### config.mk
export PLATFORM = sky130hd
export DESIGN_NAME = lfsr_light_pwm
export DESIGN_NICKNAME = d
export VERILOG_FILES = /design/src/rtl/lfsr_light_pwm_pkg.sv /design/src/rtl/lpwm_lfsr.sv /design/src/rtl/lpwm_level_reg.sv /design/src/rtl/lpwm_cmp_out.sv /design/src/rtl/lfsr_light_pwm.sv
export SDC_FILE = /design/constraint.sdc
export NUM_CORES = 1
export LEC_CHECK = 0
export ABC_CLOCK_PERIOD_IN_PS = 1630
export BUFFER_PORTS_ARGS = -buffer_cell sky130_fd_sc_hd__buf_2
export CAP_MARGIN = 0
export CORE_UTILIZATION = 50
export DETAILED_ROUTE_END_ITERATION = 8
export PLACE_DENSITY = 0.72
export RECOVER_POWER = 50
export SLEW_MARGIN = 40
export SYNTH_ARGS = -nofsm -noshare
export SYNTH_HDL_FRONTEND = slang
export SYNTH_SLANG_ARGS = --single-unit
export TNS_END_PERCENT = 1
### constraint.sdc
create_clock -name clk_i -period 1.63 [get_ports clk_i]
set_clock_uncertainty 0.15 [all_clocks]
set_input_delay 0.326 -clock clk_i [delete_from_list [all_inputs] [get_ports clk_i]]
set_output_delay 0.326 -clock clk_i [all_outputs]
set_load 0.005 [all_outputs]
### src/rtl/lfsr_light_pwm_pkg.sv
package lfsr_light_pwm_pkg;
  localparam int unsigned DEF_W    = 8;
  // x^8+x^6+x^5+x^4+1 -> feedback from bits 7,5,4,3
  localparam logic [DEF_W-1:0] DEF_TAPS = 8'hB8;
  localparam logic [DEF_W-1:0] DEF_SEED = 8'h01;
endpackage

### src/rtl/lpwm_lfsr.sv
module lpwm_lfsr #(
  parameter int unsigned    W    = 8,
  parameter logic [W-1:0]   TAPS = 8'hB8,
  parameter logic [W-1:0]   SEED = 8'h01
) (
  input  logic         clk_i,
  input  logic         rst_ni,
  output logic [W-1:0] q_o
);
  localparam int unsigned PERIOD = (1 << W) - 1;

  logic [W-1:0] q_q, q_d;
  logic         fb;

  assign fb = ^(q_q & TAPS);

  generate
    if (W > 1) begin : g_shift
      // zero-state guard reloads seed
      assign q_d = (q_q == '0) ? SEED : {q_q[W-2:0], fb};
    end else begin : g_single
      assign q_d = (q_q == '0) ? SEED : fb;
    end
  endgenerate

  always_ff @(posedge clk_i or negedge rst_ni) begin
    if (!rst_ni) q_q <= SEED;
    else         q_q <= q_d;
  end

  assign q_o = q_q;

  // period checker
  logic [W:0] per_cnt_q;
  logic       seen_q;
  always_ff @(posedge clk_i or negedge rst_ni) begin
    if (!rst_ni) begin
      per_cnt_q <= '0;
      seen_q    <= 1'b0;
    end else if (q_q == SEED) begin
      per_cnt_q <= 1;
      seen_q    <= 1'b1;
    end else begin
      per_cnt_q <= per_cnt_q + 1'b1;
    end
  end


  lfsr_nonzero_chk: assert property (@(posedge clk_i) disable iff (!rst_ni)
    q_q != '0);


  lfsr_period_chk: assert property (@(posedge clk_i) disable iff (!rst_ni)
    (q_q == SEED && seen_q) |-> per_cnt_q == PERIOD);
endmodule

### src/rtl/lpwm_level_reg.sv
module lpwm_level_reg #(
  parameter int unsigned W = 8
) (
  input  logic         clk_i,
  input  logic         rst_ni,
  input  logic         we_i,
  input  logic [W-1:0] data_i,
  output logic [W-1:0] level_o
);
  logic [W-1:0] level_q;

  always_ff @(posedge clk_i or negedge rst_ni) begin
    if (!rst_ni)   level_q <= '0;
    else if (we_i) level_q <= data_i;
  end

  assign level_o = level_q;


  level_hold_chk: assert property (@(posedge clk_i) disable iff (!rst_ni)
    !we_i |=> $stable(level_q));


  level_load_chk: assert property (@(posedge clk_i) disable iff (!rst_ni)
    we_i |=> level_q == $past(data_i));
endmodule

### src/rtl/lpwm_cmp_out.sv
module lpwm_cmp_out #(
  parameter int unsigned W = 8
) (
  input  logic         clk_i,
  input  logic         rst_ni,
  input  logic         en_i,
  input  logic [W-1:0] seq_i,
  input  logic [W-1:0] level_i,
  output logic         light_o
);
  logic light_q;

  always_ff @(posedge clk_i or negedge rst_ni) begin
    if (!rst_ni) light_q <= 1'b0;
    else         light_q <= en_i && (seq_i < level_i);
  end

  assign light_o = light_q;


  dark_when_off_chk: assert property (@(posedge clk_i) disable iff (!rst_ni)
    !en_i |=> !light_q);


  low_levels_dark_chk: assert property (@(posedge clk_i) disable iff (!rst_ni)
    (level_i <= 1) |=> !light_q);


  full_level_on_chk: assert property (@(posedge clk_i) disable iff (!rst_ni)
    (en_i && level_i == '1 && seq_i != '1) |=> light_q);
endmodule

### src/rtl/lfsr_light_pwm.sv
module lfsr_light_pwm
  import lfsr_light_pwm_pkg::*;
#(
  parameter int unsigned  W    = DEF_W,
  parameter logic [W-1:0] TAPS = DEF_TAPS,
  parameter logic [W-1:0] SEED = DEF_SEED
) (
  input  logic         clk_i,
  input  logic         rst_ni,
  input  logic         en_i,
  input  logic         lvl_we_i,
  input  logic [W-1:0] lvl_data_i,
  output logic         light_o
);
  logic [W-1:0] seq;
  logic [W-1:0] level;

  lpwm_lfsr #(.W(W), .TAPS(TAPS), .SEED(SEED)) u_lfsr (
    .clk_i  (clk_i),
    .rst_ni (rst_ni),
    .q_o    (seq)
  );

  lpwm_level_reg #(.W(W)) u_level (
    .clk_i   (clk_i),
    .rst_ni  (rst_ni),
    .we_i    (lvl_we_i),
    .data_i  (lvl_data_i),
    .level_o (level)
  );

  lpwm_cmp_out #(.W(W)) u_out (
    .clk_i   (clk_i),
    .rst_ni  (rst_ni),
    .en_i    (en_i),
    .seq_i   (seq),
    .level_i (level),
    .light_o (light_o)
  );


  light_needs_en_chk: assert property (@(posedge clk_i) disable iff (!rst_ni)
    light_o |-> $past(en_i));
endmodule

==> flow_summary_export.csv, run 1 <==
group,metric,value,unit
run_status,outcome,"completed",
clock_tree,cts_root_buffer,"clkbuf_4",
timing,finalCriticalPeriod,1510,ps
synth,synthCells,71,
final_layout,nFillCells,118,
drt,drt_iter0_markers,5,
flow_run,max-cap-violations,0,
drt,drc,0,
place,dpl.hpwl,966,um
drt,wirelength,1.25,mm
critical_path,startpoint_type,"register",
timing,fin_crit_sh,0.928,
timing,timing.fmax,661,MHz
global_route,grt_pass1_vias,511,
critical_path,crit_start,"u_lfsr.q_o[3]$_DFF_PN0_",
global_route,grt_max_degree,18,
floorplanning,chipHeight,41.5,um
synth,synth_area_leaders,"dfrtp_1 (51%), ha_1 (13%), o21ai_0 (4.5%)",
synth,yosysUniqueCellTypes,24,
floorplanning,num_rows,13,
clock_tree,cts_buffers,3,
timing,fin_setup_tns,0,ps
floorplanning,dieArea,0.00172,mm2
critical_path,worstPathArrival,1550,ps
timing,timing.hold.ws,96.5,ps
final_layout,areaGrowthSynthToFinish,13.9,%
synth,synthesis.area,781,um2
synth,synth-main-ff-cell,"dfrtp_1",
drt,wl_per_cell,12.7,um
global_route,grt_pass1_wl,2.19,mm
clock_tree,clkTransAtPathRegs,90,ps
synth,yosys.area_share.simple,0.0817,
synth,synth-xor-area-share,0.0112,
timing,setup-violations-final,0,
timing,final_hold_viol_count,0,
final_layout,post-route-util,0.643,
power_and_ir_drop,power.leakage,0.453,nW
clock_tree,htreeDepth,1,
synth,ys_seq_area_frac,0.546,
synth,synth_edf_count,0,
power_and_ir_drop,power,744,uW
synth,async_reset_ff_frac,1.00,
final_layout,finalInstanceArea,890,um2
power_and_ir_drop,p_per_area,836,mW/mm2
synth,synth_area_leader_cell,"dfrtp_1",
synth,synth_top_family_by_area,"compound AO/OA/AOI/OAI gates",
timing,final.setup.worst_slack,118,ps
floorplanning,coreArea,0.00138,mm2
final_layout,stdcell_count,98,
drt,viasPerCell,5.17,
synth,synth_compound_area_frac,0.138,
final_layout,layout-drive-gt1-share,0.229,
critical_path,critPathCaptureType,"register",
critical_path,worst_ep_required_time,1670,ps
place,dp_slack,8.00,ps
place,place_area,838,um2
synth,synth_mux_area_frac,0.0144,
power_and_ir_drop,ir_drop,0.511,mV
critical_path,crit_fanout,2,
global_route,grt.total_usage,0.170,
synth,avgSynthCellArea,11.0,um2
floorplanning,dieWidth,41.5,um
clock_tree,clock_latency,280,ps
drt,vias,507,
synth,synth_top_area_share,0.513,
critical_path,r2r_start,"u_lfsr.q_o[3]$_DFF_PN0_",
critical_path,crit_type,"register to register",
synth,synthAdderAreaFrac,0.128,
timing,slew-limit-headroom,0.722,
clock_tree,cts.sinks,17,
place,place.gp.congestion,0.695,
synth,yosys_warnings,0,
drt,ant_nets,0,
global_route,gr-total-overflow,0,
floorplanning,start_util,0.565,
floorplanning,ios,13,
drt,dr.pass1.iters,4,
final_layout,final_nets,104,
clock_tree,post_cts_buffers,0,
synth,syn-num-nets,91,
final_layout,num_antenna_cells,0,
synth,synth_seq_cells,17,
clock_tree,clockBufferDepth,2,
place,portBuffers,12,
global_route,antenna_found_initial,0,
timing,rsz0062_at_grt,"false",
min_path,min_path_type,"input port to register",
timing,drv_slew,0,
clock_tree,cts_tree,"done",
timing,tightest_slew,417,ps
min_path,holdCritStartpoint,"lvl_data_i[4]",
place,placed_cells,93,
[cell usage after synthesis, types with 2 or more instances]
library cell and count:
ha_1 8, clkbuf_1 5, nand2_1 7, o21ai_0 7, dfrtp_1 16, o21a_1 2
inv_1 9
[flip-flops by register name, summed over array words and instances, names as in the netlist]
register	count
u_out.light_o	1
u_level.level_o	8
u_lfsr.q_o	8
[cell usage in the layout (no fill, tap or decap), drive strengths merged]
master,Yosys,routed
dfrtp,16,16
buf,0,11
inv,9,9
o21ai,8,8
ha,8,8
nand2,7,7
clkbuf,5,6
o21a,2,2
nor4,1,1
nand3b,1,1
xor2,1,1
nor2,1,1
and2,1,1
a21oi,1,1
o2111a,1,1
o211ai,1,1
nor3b,1,1
a211oi,1,1
a21o,1,1
nand2b,1,1
a221oi,1,1
mux2,1,1
dlygate4sd3,1,1
dfstp,1,1
[cell families after synthesis]
logic type / Yosys count
simple gates: 13
flops: 17
buf+inv: 15
xor+xnor: 1
mux: 1
fa+ha+maj: 8
compound gates: 16
[timing repair]
item                                    4_1_cts  5_1_grt
resized for setup                             1        1
endpoints found under the hold margin        16        0
endpoints found under the setup margin        1        1
hold buffers                                  1        0
[layout make-up]
cell class	instances	area [um2]	area share
Sequential cell	17	427	0.480
Multi-Input combinational cell	39	310	0.349
Timing Repair Buffer	14	73.8	0.0830
Inverter	9	33.8	0.0380
Clock buffer	4	26.3	0.0295
Tap cell	15	18.8	0.0211
[critical path, cell delays in order, from the launching register on]
cell      delay [ps]
dfrtp_1          420
ha_4             250
a211oi_2         210
o21ai_1          110
a221oi_2         280
[final timing paths]
path,end,slack [ps],cells after the start
setup / recovery,u_out.light_o$_DFF_PN0_,120,4
max in group asynchronous,u_lfsr.q_o[0]$_DFF_PN1_,660,2
setup reg to reg,u_out.light_o$_DFF_PN0_,120,4
min in group asynchronous,u_level.level_o[5]$_DFFE_PN0P_,340,2
hold reg to reg,u_lfsr.q_o[7]$_DFF_PN0_,270,0
hold / removal,u_level.level_o[4]$_DFFE_PN0P_,100,3
[where the power goes]
| part | switching (mW) | internal (mW) |
|---|---|---|
| Combinational | 0.0435 | 0.0364 |
| Sequential | 0.00601 | 0.441 |
| Clock | 0.121 | 0.0950 |
[layer usage]
metal / vias to the layer above / part of all wire / GRT usage
met5: - / 0 / 0
met4: 0 / 0.023 / 0.116
met3: 4 / 0.024 / 0.0261
met2: 8 / 0.46 / 0.250
met1: 234 / 0.49 / 0.231
li1: 261 / - / -
(Power assumes the default switching activity.)
==> run 2, diff against run 1 <==
--- a/config.mk
+++ b/config.mk
@@ -15,5 +15,6 @@
 export SLEW_MARGIN = 40
 export SYNTH_ARGS = -nofsm -noshare
 export SYNTH_HDL_FRONTEND = slang
+export SYNTH_HIERARCHICAL = 1
 export SYNTH_SLANG_ARGS = --single-unit
 export TNS_END_PERCENT = 1
==> run 2 against run 1 <==
  * Worst setup slack better by 69 ps
  * Worst hold slack better by 1.6 ps
  * Die area is 6.7% higher
  * Sequential share of layout area is 0.13 points lower
  * Highest routed layer unchanged
  * Final cell count is 5.1% lower
==> flow_summary_export.csv, run 2 <==
group,metric,value,unit
run_status,outcome,"completed",
synth,synth_area_leader_cell,"dfrtp_1",
floorplanning,ios,13,
power_and_ir_drop,seqPwrFrac,0.599,
place,portBuffers,12,
place,dpl.hpwl,959,um
timing,drv_slew,0,
drt,wl_per_cell,13.4,um
clock_tree,cts_root_buffer,"clkbuf_4",
place,placed_cells,88,
min_path,min_path_type,"input port to register",
final_layout,final_common_cell,"dfrtp_1",
power_and_ir_drop,switching_share,0.235,
power_and_ir_drop,power_frac_clock,0.296,
timing,fin_crit_sh,0.886,
synth,synth_seq_cells,17,
clock_tree,cts_buffers,3,
place,dp_slack,194,ps
critical_path,startpoint_type,"register",
timing,tightest_slew,474,ps
global_route,antenna_found_initial,0,
global_route,grt_max_degree,18,
synth,synth-main-ff-cell,"dfrtp_1",
synth,async_reset_ff_frac,1.00,
synth,yosys_warnings,6,
clock_tree,clockBufferDepth,2,
final_layout,num_antenna_cells,0,
clock_tree,cts_tree,"done",
global_route,grt_pass1_wl,2.26,mm
floorplanning,num_rows,14,
clock_tree,clock_latency,290,ps
timing,timing.fmax,693,MHz
floorplanning,dieArea,0.00184,mm2
timing,final_hold_viol_count,0,
critical_path,crit_start,"u_lfsr/q_o[4]$_DFF_PN0_",
final_layout,areaGrowthSynthToFinish,6.74,%
critical_path,worst_ep_required_time,1710,ps
timing,slew-limit-headroom,0.681,
critical_path,max_stage_delay,370,ps
synth,yosysUniqueCellTypes,20,
flow_run,max-cap-violations,0,
synth,synth_area_leaders,"dfrtp_1 (48%), mux2_4 (14%), ha_1 (12%)",
global_route,grt_pass1_vias,530,
place,place_area,886,um2
drt,dr.pass1.iters,4,
drt,drt_iter0_markers,4,
critical_path,worstPathArrival,1520,ps
timing,rsz0062_at_grt,"false",
critical_path,critPathCaptureType,"register",
drt,wirelength,1.25,mm
timing,finalCriticalPeriod,1440,ps
power_and_ir_drop,p_per_area,847,mW/mm2
final_layout,post-route-util,0.579,
min_path,hold_depth,2,
synth,synth_top_area_share,0.479,
clock_tree,clkTransAtPathRegs,90,ps
clock_tree,cts.sinks,17,
critical_path,crit_type,"register to register",
drt,ant_nets,0,
power_and_ir_drop,p_sw,177,uW
synth,synth_edf_count,0,
critical_path,crit_fanout,2,
synth,ys_seq_area_frac,0.510,
drt,viasPerCell,5.18,
timing,setup-violations-final,0,
floorplanning,chipHeight,42.9,um
final_layout,stdcell_count,93,
synth,synth.most_common_cell,"dfrtp_1",
clock_tree,post_cts_buffers,0,
synth,avgSynthCellArea,12.7,um2
critical_path,crit_chain,"inv_1 > ha_1 > xor3_1 > a21o_1",
final_layout,final_nets,98,
final_layout,finalInstanceArea,892,um2
global_route,gr-total-overflow,0,
power_and_ir_drop,p_int,579,uW
power_and_ir_drop,ir_drop,0.522,mV
clock_tree,htreeDepth,1,
clock_tree,cts_resized,0,
synth,syn-num-nets,86,
timing,fin_setup_tns,0,ps
critical_path,critPathSlowestCell,"dfrtp_1",
synth,synthesis.area,836,um2
timing,final.setup.worst_slack,186,ps
power_and_ir_drop,power.leakage,0.463,nW
min_path,holdCritStartpoint,"lvl_data_i[4]",
critical_path,r2r_cells,4,
critical_path,r2r_start,"u_lfsr/q_o[4]$_DFF_PN0_",
power_and_ir_drop,pwr-share-comb,0.105,
synth,synthCells,66,
drt,drc,0,
floorplanning,dieWidth,42.9,um
floorplanning,coreArea,0.00154,mm2
final_layout,layout-drive-gt1-share,0.208,
global_route,grt.total_usage,0.173,
synth,ys_top_cells_by_count,"dfrtp_1 (16), inv_1 (9), ha_1 (8), mux2_4 (8), clkbuf_1 (5)",
drt,vias,482,
place,place.gp.congestion,0.721,
floorplanning,start_util,0.542,
final_layout,final_cell_mix,"dfrtp_1 (16), buf_2 (12), inv_1 (9)",
## run 2: cell count changes after synthesis, moves of 2 or more
cell	delta
nor2b_1	+2
o21a_1	-2
o21ai_0	-5
mux2_4	+8
nand2_1	-6
a21oi_1	+2
## run 2: routing by layer
layer	part of all wire	global-route usage	up-vias
met3	0.029	0.0383	2
met2	0.50	0.294	11
li1	-	-	237
met4	0.011	0.0563	0
met1	0.46	0.217	232
met5	0	0	-
## run 2: worst paths after layout
kind	endpoint	slack (ps)
worst max-delay path	u_lfsr/q_o[0]$_DFF_PN1_	190
worst min-delay path	u_level/level_o[4]$_DFFE_PN0P_	100
worst max register to register	u_lfsr/q_o[0]$_DFF_PN1_	190
worst min register to register	u_lfsr/q_o[3]$_DFF_PN0_	280
max in group asynchronous	u_lfsr/q_o[0]$_DFF_PN1_	700
min in group asynchronous	u_lfsr/q_o[7]$_DFF_PN0_	320
## run 2: through the flow
stage          power [mW]  hold slack [ps]
5_1_grt             0.797             87.0
3_5_place_dp        0.562              115
6_report            0.756             98.1
3_3_place_gp        0.557              113
4_1_cts             0.791              105
2_1_floorplan       0.528             -120
## run 2: cell families after synthesis
logic type	count (synthesis)	share of synthesized area
flip-flops	17	0.510
buffers and inverters	15	0.0763
AO/OA/AOI/OAI	9	0.0689
multiplexers	8	0.144
adder cells (fa/ha/maj)	8	0.120
AND/OR/NAND/NOR	8	0.0524
XOR/XNOR	1	0.0284
## run 2: worst max-delay path: cells and delay by family, from the launching register on
kind            cells  cell delay, ps
fa+ha+maj           1             310
flops               1             370
buf+inv             1              60
compound gates      1             160
xor+xnor            1             340
## run 2: layout make-up
type,count,area (um2)
Timing Repair Buffer,13,70.1
Inverter,9,33.8
Tap cell,16,20.0
Clock buffer,4,26.3
Multi-Input combinational cell,34,315
Sequential cell,17,427
Fill cell,147,649
## run 2: what timing repair did
action,4_1_cts,5_1_grt
endpoints found under the hold margin,16,0
endpoints found under the setup margin,0,0
hold buffers,1,0
## run 2: power by group through the flow
stage          logic, mW  clock network [mW]  registers (mW)
2_1_floorplan     0.0674                   0           0.460
3_3_place_gp      0.0956                   0           0.462
3_5_place_dp      0.0984                   0           0.463
4_1_cts            0.102               0.235           0.455
5_1_grt           0.0940               0.248           0.455
6_report          0.0794               0.224           0.453
==> run 3, diff against run 2 <==
--- a/config.mk
+++ b/config.mk
@@ -11,7 +11,6 @@
 export CORE_UTILIZATION = 50
 export DETAILED_ROUTE_END_ITERATION = 8
 export PLACE_DENSITY = 0.72
-export RECOVER_POWER = 50
 export SLEW_MARGIN = 40
 export SYNTH_ARGS = -nofsm -noshare
 export SYNTH_HDL_FRONTEND = slang
==> run 3 against run 2 <==
  * Power grew 2.5%
  * Highest routed layer unchanged
  * Utilization increased by 1.9 points
  * Combinational power grew 25%
  * Clock-buffer cell count stayed put
  * Register-to-register slack hardly changed
  * Die area is the same
  * Critical path depth stayed put
==> flow_summary_export.csv, run 3 (same netlist as run 2, synthesis figures left out) <==
group,metric,value,unit
place,portBuffers,12,
final_layout,final_cell_mix,"dfrtp_1 (16), buf_2 (12), inv_1 (9)",
critical_path,crit_type,"register to register",
timing,fin_setup_tns,0,ps
final_layout,final_nets,98,
global_route,grt_pass1_wl,2.26,mm
floorplanning,start_util,0.542,
drt,drt_iter0_markers,3,
critical_path,startpoint_type,"register",
final_layout,layout-drive-gt1-share,0.325,
timing,final_hold_viol_count,0,
timing,tightest_slew,480,ps
global_route,grt_pass1_vias,530,
power_and_ir_drop,power,775,uW
power_and_ir_drop,p_per_area,840,mW/mm2
drt,drc,0,
place,dpl.hpwl,959,um
final_layout,finalInstanceArea,922,um2
drt,wirelength,1.28,mm
critical_path,worst_ep_required_time,1710,ps
floorplanning,dieArea,0.00184,mm2
clock_tree,cts_resized,0,
place,placed_cells,88,
clock_tree,clock_latency,280,ps
critical_path,crit_fanout,2,
drt,wl_per_cell,13.8,um
critical_path,r2r_start,"u_lfsr/q_o[4]$_DFF_PN0_",
drt,dr.pass1.iters,4,
timing,timing.fmax,692,MHz
critical_path,crit_start,"u_lfsr/q_o[4]$_DFF_PN0_",
critical_path,worstPathArrival,1520,ps
flow_run,max-cap-violations,0,
timing,finalCriticalPeriod,1450,ps
floorplanning,chipHeight,42.9,um
floorplanning,ios,13,
clock_tree,cts_buffers,3,
clock_tree,cts.sinks,17,
timing,drv_slew,0,
final_layout,final_common_cell,"dfrtp_1",
critical_path,critPathCaptureType,"register",
place,place_area,886,um2
clock_tree,htreeDepth,1,
drt,viasPerCell,5.22,
run_status,outcome,"completed",
timing,slew-limit-headroom,0.677,
timing,setup-violations-final,0,
global_route,grt_max_degree,18,
power_and_ir_drop,power.leakage,0.498,nW
power_and_ir_drop,ir_drop,0.524,mV
global_route,antenna_found_initial,0,
final_layout,areaGrowthSynthToFinish,10.3,%
min_path,min_path_type,"input port to register",
place,place.gp.congestion,0.721,
final_layout,nFillCells,141,
clock_tree,clkTransAtPathRegs,90,ps
timing,fin_crit_sh,0.887,
final_layout,num_antenna_cells,0,
floorplanning,num_rows,14,
drt,ant_nets,0,
clock_tree,clockBufferDepth,2,
global_route,gr-total-overflow,0,
min_path,holdCritStartpoint,"lvl_data_i[1]",
clock_tree,cts_tree,"done",
floorplanning,dieWidth,42.9,um
clock_tree,cts_root_buffer,"clkbuf_4",
timing,rsz0062_at_grt,"false",
final_layout,stdcell_count,93,
global_route,grt.total_usage,0.173,
drt,vias,485,
floorplanning,coreArea,0.00154,mm2
## run 3: changes by cell type in the layout (fill, tap and decap cells not counted)
cell and change:
mux2_1 -8, mux2_4 +8, dfstp_1 -1, dfstp_2 +1
## run 3: repair_timing
action	CTS	global route
hold buffers	1	0
endpoints found under the hold margin	16	0
buffers inserted	0	0
## run 3: final timing paths
| kind | endpoint | depth (start not counted) | slack [ps] |
|---|---|---|---|
| setup / recovery | u_lfsr/q_o[0]$_DFF_PN1_ | 4 | 180 |
| hold / removal | u_level/level_o[1]$_DFFE_PN0P_ | 2 | 120 |
| setup reg to reg | u_lfsr/q_o[0]$_DFF_PN1_ | 4 | 180 |
| hold reg to reg | u_lfsr/q_o[3]$_DFF_PN0_ | 0 | 270 |
| max in group asynchronous | u_lfsr/q_o[0]$_DFF_PN1_ | 2 | 700 |
| min in group asynchronous | u_lfsr/q_o[7]$_DFF_PN0_ | 2 | 320 |
## run 3: metal layers
layer	global-route usage	vias to the layer above	share of wire	routed length, um
li1	-	237	-	-
met1	0.217	235	0.46	588
met2	0.294	11	0.49	632
met3	0.0383	2	0.037	47
met4	0.0563	0	0.0094	12
met5	0	-	0	0
## run 3: worst max-delay path: stages, from the launching register on
cell and delay (ps):
dfrtp_1 370, inv_1 60, ha_1 310, xor3_1 350, a21o_1 160
## run 3: per-stage QoR
stage	util	hold WS, ps	setup slack, ps
floorplan	-	-120	249
detailed placement	0.575	115	194
global placement	0.575	113	237
finish	0.598	115	184
global route	0.598	103	100
CTS	0.598	105	181
## run 3: cell type report
| class | count | area (um2) | area share |
|---|---|---|---|
| inverter | 9 | 33.8 | 0.0366 |
| timing repair buffer | 13 | 70.1 | 0.0760 |
| sequential | 17 | 427 | 0.463 |
| clock buffer | 4 | 26.3 | 0.0285 |
| multi-input combinational | 34 | 345 | 0.374 |
| tap | 16 | 20.0 | 0.0217 |
## run 3: power breakdown
group | leakage, nW | switching (mW) | internal, mW
clock network | 0.0150 | 0.126 | 0.0951
logic | 0.273 | 0.0420 | 0.0572
registers | 0.210 | 0.0110 | 0.443
total | 0.498 | 0.179 | 0.596
